`config.mk`:
```
export PLATFORM = sky130hd
export DESIGN_NAME = serial_mgmt_slave
export DESIGN_NICKNAME = d
export VERILOG_FILES = /design/src/rtl/smi_pkg.sv /design/src/rtl/smi_frame_ctrl.sv /design/src/rtl/smi_addr_unit.sv /design/src/rtl/smi_regfile.sv /design/src/rtl/smi_data_shifter.sv /design/src/rtl/serial_mgmt_slave.sv
export SDC_FILE = /design/constraint.sdc
export NUM_CORES = 1
export LEC_CHECK = 0
export ABC_AREA = 0
export BUFFER_PORTS_ARGS = -buffer_cell sky130_fd_sc_hd__buf_2
export CORE_MARGIN = 5
export CORE_UTILIZATION = 60
export DETAILED_ROUTE_END_ITERATION = 8
export PLACE_DENSITY = 0.77
export SKIP_CTS_REPAIR_TIMING = 1
export SYNTH_ARGS = -nofsm -noshare
export SYNTH_HDL_FRONTEND = slang
export SYNTH_SLANG_ARGS = --single-unit
```
`constraint.sdc`:
```
create_clock -name clk -period 5.15 [get_ports clk]
set_input_delay 0.7725 -clock clk [delete_from_list [all_inputs] [get_ports clk]]
set_output_delay 0.7725 -clock clk [all_outputs]
set_load 0.05 [all_outputs]
```
`src/rtl/smi_pkg.sv`:
```
// Shared types for the serial management slave.
// Assumes: byte-wide data units on the serial link.
package smi_pkg;
    localparam int unsigned BYTE_W = 8;

    typedef enum logic [2:0] {
        S_IDLE,   // waiting for select
        S_CTL1,   // next edge samples direction bit
        S_CTL2,   // next edge samples address policy bit
        S_GAP,    // unused clock ahead of data (no address path)
        S_ADDR,   // address bits while MODE is high
        S_DATA,   // byte transfer
        S_AGAP    // unused clock before a re-inserted address phase
    } smi_state_e;
endpackage

```
`src/rtl/smi_frame_ctrl.sv`:
```
// Transfer framing for the serial management slave: tracks the phase of a
// transfer, the direction and address policy bits, and the bit position
// inside a byte, and emits single-cycle strobes for the datapath.
// Assumes: sel_n, mode_i, sdata_i already synchronous to clk.
module smi_frame_ctrl
    import smi_pkg::*;
(
    input  logic clk,
    input  logic rst_n,
    input  logic sel_n,
    input  logic mode_i,
    input  logic sdata_i,
    output logic is_write_o,
    output logic keep_addr_o,
    output logic addr_clear_o,
    output logic addr_shift_o,
    output logic addr_commit_o,
    output logic preload_o,
    output logic data_shift_o,
    output logic byte_done_o,
    output logic read_load_o,
    output logic oe_o
);
    localparam int unsigned BIT_W = $clog2(BYTE_W);

    smi_state_e       state_q;
    logic [BIT_W-1:0] bit_idx_q;
    logic             is_write_q;
    logic             keep_q;
    logic             mode_e2_q;
    logic             active;

    assign active = ~sel_n;

    // Phase sequencing; a high select at any edge returns to idle.
    always_ff @(posedge clk) begin
        if (!rst_n) begin
            state_q    <= S_IDLE;
            bit_idx_q  <= '0;
            is_write_q <= 1'b0;
            keep_q     <= 1'b0;
            mode_e2_q  <= 1'b0;
        end else if (sel_n) begin
            state_q <= S_IDLE;
        end else begin
            case (state_q)
                S_IDLE: state_q <= S_CTL1;
                S_CTL1: begin
                    is_write_q <= sdata_i;
                    mode_e2_q  <= mode_i;
                    state_q    <= S_CTL2;
                end
                S_CTL2: begin
                    keep_q  <= sdata_i;
                    state_q <= (mode_e2_q && mode_i) ? S_ADDR : S_GAP;
                end
                S_GAP: begin
                    bit_idx_q <= BIT_W'(BYTE_W - 1);
                    state_q   <= S_DATA;
                end
                S_ADDR: begin
                    if (!mode_i) begin
                        bit_idx_q <= BIT_W'(BYTE_W - 1);
                        state_q   <= S_DATA;
                    end
                end
                S_DATA: begin
                    if (bit_idx_q == '0) begin
                        bit_idx_q <= BIT_W'(BYTE_W - 1);
                        state_q   <= mode_i ? S_AGAP : S_DATA;
                    end else begin
                        bit_idx_q <= bit_idx_q - 1'b1;
                    end
                end
                S_AGAP:  state_q <= S_ADDR;
                default: state_q <= S_IDLE;
            endcase
        end
    end

    // Strobes for the address, shift and register-file logic.
    always_comb begin
        addr_clear_o  = active && (state_q == S_CTL2 || state_q == S_AGAP);
        addr_shift_o  = active && state_q == S_ADDR && mode_i;
        addr_commit_o = active && state_q == S_ADDR && !mode_i;
        preload_o     = active && state_q == S_CTL2;
        data_shift_o  = active && state_q == S_DATA;
        byte_done_o   = data_shift_o && bit_idx_q == '0;
        read_load_o   = active && (state_q == S_GAP || addr_commit_o ||
                                   (byte_done_o && !mode_i));
        oe_o          = rst_n && active && state_q == S_DATA && !is_write_q;
    end

    assign is_write_o  = is_write_q;
    assign keep_addr_o = keep_q;

    p_deselect_ends_r8: assert property (@(posedge clk) disable iff (!rst_n)
        (state_q != S_IDLE && sel_n) |=> state_q == S_IDLE);

    p_bit_countdown_r5: assert property (@(posedge clk) disable iff (!rst_n)
        (state_q == S_DATA && active && bit_idx_q != '0)
        |=> (state_q == S_DATA && bit_idx_q == $past(bit_idx_q) - 1'b1));

    p_gap_then_data_r4: assert property (@(posedge clk) disable iff (!rst_n)
        (state_q == S_GAP && active)
        |=> (state_q == S_DATA && bit_idx_q == BIT_W'(BYTE_W - 1)));

    p_mode_at_last_bit_r9: assert property (@(posedge clk) disable iff (!rst_n)
        (byte_done_o && mode_i) |=> state_q == S_AGAP);
endmodule

```
`src/rtl/smi_addr_unit.sv`:
```
// Address register of the serial management slave. Collects address bits
// into a side buffer with a saturating count, then merges them LSB-aligned
// into the address. Steps the address after each byte in auto-increment
// mode and applies an optional fixed preload at the policy-bit edge.
// Assumes: strobes from smi_frame_ctrl are mutually exclusive per edge.
module smi_addr_unit #(
    parameter int unsigned ADDR_W      = 8,
    parameter bit          PRELOAD_EN  = 1'b0,
    parameter logic [ADDR_W-1:0] PRELOAD_VAL = '0
) (
    input  logic              clk,
    input  logic              rst_n,
    input  logic              sdata_i,
    input  logic              addr_clear,
    input  logic              addr_shift,
    input  logic              addr_commit,
    input  logic              preload,
    input  logic              byte_done,
    input  logic              keep_addr,
    output logic [ADDR_W-1:0] addr_o,
    output logic [ADDR_W-1:0] addr_next_o
);
    localparam int unsigned CNT_W = $clog2(ADDR_W + 1);

    logic [ADDR_W-1:0] addr_q;
    logic [ADDR_W-1:0] abuf_q;
    logic [CNT_W-1:0]  acnt_q;
    logic [ADDR_W-1:0] keep_mask;
    logic [ADDR_W-1:0] merged;
    logic              do_preload;

    // One mask bit per address bit: set when that many bits were received.
    for (genvar g = 0; g < ADDR_W; g++) begin : g_mask
        assign keep_mask[g] = (acnt_q > CNT_W'(g));
    end

    assign merged = (addr_q & ~keep_mask) | (abuf_q & keep_mask);

    if (PRELOAD_EN) begin : g_preload
        assign do_preload = preload;
    end else begin : g_no_preload
        assign do_preload = 1'b0;
    end

    // Next address: commit, step, preload or hold.
    always_comb begin
        if (addr_commit)                  addr_next_o = merged;
        else if (byte_done && !keep_addr) addr_next_o = addr_q + 1'b1;
        else if (do_preload)              addr_next_o = PRELOAD_VAL;
        else                              addr_next_o = addr_q;
    end

    // Address register update.
    always_ff @(posedge clk) begin
        if (!rst_n) addr_q <= '0;
        else        addr_q <= addr_next_o;
    end

    // Side buffer and saturating count of received address bits.
    always_ff @(posedge clk) begin
        if (!rst_n || addr_clear) begin
            abuf_q <= '0;
            acnt_q <= '0;
        end else if (addr_shift) begin
            abuf_q <= {abuf_q[ADDR_W-2:0], sdata_i};
            if (acnt_q != CNT_W'(ADDR_W)) acnt_q <= acnt_q + 1'b1;
        end
    end

    assign addr_o = addr_q;

    p_auto_step_r7: assert property (@(posedge clk) disable iff (!rst_n)
        (byte_done && !keep_addr && !addr_commit)
        |=> addr_q == $past(addr_q) + 1'b1);

    p_addr_hold_r7: assert property (@(posedge clk) disable iff (!rst_n)
        (!(byte_done && !keep_addr) && !addr_commit && !preload)
        |=> $stable(addr_q));

    p_count_bounded_r3: assert property (@(posedge clk) disable iff (!rst_n)
        acnt_q <= CNT_W'(ADDR_W));
endmodule

```
`src/rtl/smi_regfile.sv`:
```
// Byte register file behind the serial management slave: implemented
// locations 0..NUM_REGS-1, others read as zero and drop writes. One
// register drives the active-low interrupt.
// Assumes: NUM_REGS <= 2**ADDR_W and IRQ_IDX < NUM_REGS.
module smi_regfile #(
    parameter int unsigned ADDR_W   = 8,
    parameter int unsigned DATA_W   = 8,
    parameter int unsigned NUM_REGS = 16,
    parameter int unsigned IRQ_IDX  = 15
) (
    input  logic              clk,
    input  logic              rst_n,
    input  logic              we,
    input  logic [ADDR_W-1:0] waddr,
    input  logic [DATA_W-1:0] wdata,
    input  logic [ADDR_W-1:0] raddr,
    output logic [DATA_W-1:0] rdata,
    output logic              irq_n
);
    logic [DATA_W-1:0] regs_q [NUM_REGS];

    for (genvar g = 0; g < NUM_REGS; g++) begin : g_reg
        // Storage for one implemented location.
        always_ff @(posedge clk) begin
            if (!rst_n)                            regs_q[g] <= '0;
            else if (we && waddr == ADDR_W'(g))    regs_q[g] <= wdata;
        end
    end

    // Read mux; unimplemented addresses return zero.
    always_comb begin
        rdata = '0;
        for (int i = 0; i < NUM_REGS; i++) begin
            if (raddr == ADDR_W'(i)) rdata = regs_q[i];
        end
    end

    assign irq_n = ~(|regs_q[IRQ_IDX]);

    p_irq_raise_r11: assert property (@(posedge clk) disable iff (!rst_n)
        (we && waddr == ADDR_W'(IRQ_IDX) && wdata != '0) |=> !irq_n);

    p_unmapped_write_r10: assert property (@(posedge clk) disable iff (!rst_n)
        (we && waddr >= ADDR_W'(NUM_REGS)) |=> $stable(irq_n));
endmodule

```
`src/rtl/smi_data_shifter.sv`:
```
// Byte shift register shared by both directions: shifts write bits in MSB
// first and presents read bits MSB first, reloading from the register file
// at the gap clock or at a byte's last bit.
// Assumes: read_load and data_shift come from smi_frame_ctrl.
module smi_data_shifter #(
    parameter int unsigned DATA_W = 8
) (
    input  logic              clk,
    input  logic              rst_n,
    input  logic              sdata_i,
    input  logic              data_shift,
    input  logic              read_load,
    input  logic              is_write,
    input  logic [DATA_W-1:0] rdata,
    output logic [DATA_W-1:0] wdata_o,
    output logic              sdata_o
);
    logic [DATA_W-1:0] sh_q;

    // Load a read byte or shift one bit.
    always_ff @(posedge clk) begin
        if (!rst_n)                      sh_q <= '0;
        else if (read_load && !is_write) sh_q <= rdata;
        else if (data_shift)             sh_q <= {sh_q[DATA_W-2:0], is_write & sdata_i};
    end

    assign wdata_o = {sh_q[DATA_W-2:0], sdata_i};
    assign sdata_o = sh_q[DATA_W-1];

    p_read_msb_first_r6: assert property (@(posedge clk) disable iff (!rst_n)
        (read_load && !is_write) |=> sdata_o == $past(rdata[DATA_W-1]));
endmodule

```
`src/rtl/serial_mgmt_slave.sv`:
```
// Serial management slave, top level: framing control, address register,
// byte shifter and register file.
// Assumes: host meets the select/MODE protocol; the pad combines sdata_o
// and sdata_oe into the bidirectional line.
module serial_mgmt_slave
    import smi_pkg::*;
#(
    parameter int unsigned ADDR_W      = 8,
    parameter int unsigned NUM_REGS    = 16,
    parameter int unsigned IRQ_IDX     = 15,
    parameter bit          PRELOAD_EN  = 1'b0,
    parameter logic [ADDR_W-1:0] PRELOAD_VAL = '0
) (
    input  logic clk,
    input  logic rst_n,
    input  logic sel_n,
    input  logic mode_i,
    input  logic sdata_i,
    output logic sdata_o,
    output logic sdata_oe,
    output logic irq_n
);
    localparam int unsigned DATA_W = BYTE_W;

    logic              is_write, keep_addr;
    logic              addr_clear, addr_shift, addr_commit, preload;
    logic              data_shift, byte_done, read_load;
    logic [ADDR_W-1:0] addr_cur, addr_next;
    logic [DATA_W-1:0] rdata, wdata;

    smi_frame_ctrl u_ctrl (
        .clk          (clk),
        .rst_n        (rst_n),
        .sel_n        (sel_n),
        .mode_i       (mode_i),
        .sdata_i      (sdata_i),
        .is_write_o   (is_write),
        .keep_addr_o  (keep_addr),
        .addr_clear_o (addr_clear),
        .addr_shift_o (addr_shift),
        .addr_commit_o(addr_commit),
        .preload_o    (preload),
        .data_shift_o (data_shift),
        .byte_done_o  (byte_done),
        .read_load_o  (read_load),
        .oe_o         (sdata_oe)
    );

    smi_addr_unit #(
        .ADDR_W     (ADDR_W),
        .PRELOAD_EN (PRELOAD_EN),
        .PRELOAD_VAL(PRELOAD_VAL)
    ) u_addr (
        .clk        (clk),
        .rst_n      (rst_n),
        .sdata_i    (sdata_i),
        .addr_clear (addr_clear),
        .addr_shift (addr_shift),
        .addr_commit(addr_commit),
        .preload    (preload),
        .byte_done  (byte_done),
        .keep_addr  (keep_addr),
        .addr_o     (addr_cur),
        .addr_next_o(addr_next)
    );

    smi_data_shifter #(.DATA_W(DATA_W)) u_shift (
        .clk       (clk),
        .rst_n     (rst_n),
        .sdata_i   (sdata_i),
        .data_shift(data_shift),
        .read_load (read_load),
        .is_write  (is_write),
        .rdata     (rdata),
        .wdata_o   (wdata),
        .sdata_o   (sdata_o)
    );

    smi_regfile #(
        .ADDR_W  (ADDR_W),
        .DATA_W  (DATA_W),
        .NUM_REGS(NUM_REGS),
        .IRQ_IDX (IRQ_IDX)
    ) u_regs (
        .clk  (clk),
        .rst_n(rst_n),
        .we   (byte_done && is_write),
        .waddr(addr_cur),
        .wdata(wdata),
        .raddr(addr_next),
        .rdata(rdata),
        .irq_n(irq_n)
    );

    p_quiet_when_deselected_r6: assert property (@(posedge clk) disable iff (!rst_n)
        sel_n |=> (!sdata_oe || !sel_n));
endmodule

```
==> reports/results.ini <==
[pwr]
powerDensity_nw_per_um2 = 300
power_leakage_nw = 3.23
vdd_drop_max_mv = 0.262

[floorplan]
start_util_pct = 61.5
dieArea_um2 = 16800
chipHeight_um = 129
io_pins = 8
fp.coreArea_um2 = 13900
die_x_um = 129
rows = 43

[synth]
synthCells = 832
synth.distinct_cells = 66
ys_warn_count = 0
synthFlopType = edfxtp_1
synthArstFlopShare_pct = 0
synth_edf_count = 128
ys_seq_elements = 165
synth_nets = 848
ys_seq_area_share_pct = 53.5
syn_area_per_cell_um2 = 10.3
syn-cell-area_um2 = 8560

[clock_network]
clockBufferDepth = 2
cts_root_buffer = clkbuf_16
clkLatencyLatePin_ns = 0.45
cts_buffers = 17
cts_tree = done
clock_sinks = 165
clk_pin_slew_ns = 0.07
ctsHtreeMaxLevel = 4

[cells_and_area]
fin_area_um2 = 9290
areaGrowthSynthToFinish_pct = 8.41
fill_cells = 1053
n_antenna_cell = 0
drive_gt1_share_pct = 7.54
final_util_pct = 66.6
nets = 838
final_common_cell = and2_1
layout_common_cells = 137 x and2_1, 128 x edfxtp_1, 75 x nand2_1, 68 x nor2_1, 42 x o21ai_0

[sta]
finalCritPeriodShare_pct = 80.2
fmax_mhz = 242
min_period_ns = 4.13
setup_tns_ns = 0
rsz0062_at_grt = no
relSlewSlack_pct = 8.60
setup_violations = 0
worst_slack_ns = 1.02
slew_viol_final = 0
tightestPinTransition_ns = 1.36
fin_skew_ns = 0.0163
finalHoldViolations = 0

[grt]
grt_max_degree = 44
grt.total_usage_pct = 30.1
antenna_found_initial = 0
grt_first_pass_wirelength_um = 37700
overflow = 0
grt_pass1_vias = 6495

[worst_setup_path]
reg2reg_from = u_ctrl.bit_idx_q[0]
r2r_cells = 11
crit_fanout = 24
r2r_slack_ns = 1.02
slowest_stage = or4_1
cp.required_ns = 5.50
timing.rr.end = u_shift.sh_q[7]
path_buf_inv = 1
crit_family = simple AND/OR/NAND/NOR gates
critPathArrivalTime_ns = 4.48
end_kind = flop
crit_path_cell_trace = inv_1 -> ha_1 -> or4b_4 -> nor4_4 -> and3_1 -> a311oi_1 -> or4_1 -> or3_1 -> o21ai_0 -> a22oi_1 -> o32ai_1
timing_worst_setup_path_type = flop to flop
cp-start-kind = flop
slowest_delay_ns = 0.97

[route]
drt_iter0_drc = 1012
wl_um = 24400
via_count = 6910
via_per_inst = 6.81
drt_pre_antenna_iters = 6
drc = 0
wl_per_cell_um = 24.0
antenna_left = 0

[placed_design]
preCtsSetupSlack_ns = 0.761
placedInstanceArea_um2 = 8730
portBuffers = 7
place_hpwl_um = 16200
gp_congestion = 1.04

[hold_path]
hold_depth = 1
hold_end = u_ctrl.bit_idx_q[1]
hp-class = flop to flop
hold_start = u_ctrl.bit_idx_q[1]

[run]
maxCapViolations = 0

[run_status]
status = finished, final reports clean

==> kinds of logic after synthesis <==
kind of cell | Yosys count | share of synthesized area [%]
AO/OA/AOI/OAI | 190 | 15.4
XOR/XNOR | 3 | 0.307
adder cells (fa/ha/maj) | 11 | 1.61
buffers and inverters | 64 | 2.99
flip-flops | 165 | 53.5
multiplexers | 25 | 2.98
AND/OR/NAND/NOR | 374 | 23.2
==> state kept, by name (all words and copies together) (netlist names) <==
signal,count
u_ctrl.mode_e2_q,1
u_regs.regs_q,128
u_ctrl.state_q,3
u_shift.sh_q,8
u_ctrl.keep_addr_o,1
u_addr.addr_o,8
u_ctrl.is_write_o,1
u_ctrl.bit_idx_q,3
u_addr.abuf_q,8
u_addr.acnt_q,4
==> per-layer routing <==
metal  wire (um)  share of wire (%)  track usage (%)  vias up
li1            -                  -                -     3052
met1        9820                 40             41.5     3334
met2       11100                 45             45.8      441
met3        2530                 10             6.97       83
met4         942                3.9             13.7        0
met5           0                  0                0        -
==> how the worst max path moves through the flow <==
stage | slack, ns | endpoint | from | cells after the start
after floorplan | 1.60 | u_shift.sh_q[4] | sel_n | 11
after global placement | 0.86 | u_shift.sh_q[5] | sel_n | 10
after detailed placement | 0.76 | u_shift.sh_q[7] | sel_n | 10
after CTS | 1.07 | u_shift.sh_q[6] | u_ctrl.bit_idx_q[0] | 11
after global routing | 0.73 | u_shift.sh_q[7] | u_ctrl.bit_idx_q[0] | 10
final | 1.02 | u_shift.sh_q[7] | u_ctrl.bit_idx_q[0] | 11
==> cell type report <==
cell class,count,area (um^2),area share (%)
clock buffer,19,433,4.66
sequential,165,4580,49.4
inverter,16,60.1,0.647
timing repair buffer,19,125,1.35
clock inverter,13,121,1.31
tap,180,225,2.43
multi-input combinational,603,3740,40.2
==> Yosys cell counts (all sizes together), types with 7 or more instances <==
cell / number / area (um^2)
a211oi: 15 / 113
a21oi: 32 / 160
a22oi: 8 / 60.1
a31oi: 10 / 62.6
and2: 137 / 857
and3: 7 / 43.8
clkbuf: 42 / 158
dfxtp: 37 / 741
edfxtp: 128 / 3840
ha: 11 / 138
inv: 16 / 60.1
mux2i: 21 / 210
nand2: 75 / 282
nand2b: 8 / 50.1
nand3: 12 / 60.1
nand4: 10 / 62.6
nor2: 71 / 267
nor3: 18 / 90.1
nor4: 9 / 71.3
o21ai: 44 / 220
o32a: 8 / 80.1
o32ai: 7 / 61.3
==> power breakdown <==
part / leakage [nW] / internal, mW / total, mW / switching [mW]
sequential: 1.57 / 1.48 / 1.50 / 0.0272
clock: 0.256 / 0.632 / 1.20 / 0.568
combinational: 1.41 / 0.0216 / 0.0795 / 0.0579
total: 3.23 / 2.13 / 2.78 / 0.653
==> metrics by stage <==
step | hold WS (ns) | cells | power [mW]
after global routing | 0.550 | 1015 | 2.84
after global placement | 0.481 | 983 | 1.60
final | 0.522 | 1015 | 2.78
after floorplan | 0.464 | 832 | 1.57
after detailed placement | 0.514 | 983 | 1.61
after CTS | 0.527 | 1015 | 2.78
Power figures use the tool's default switching activity.
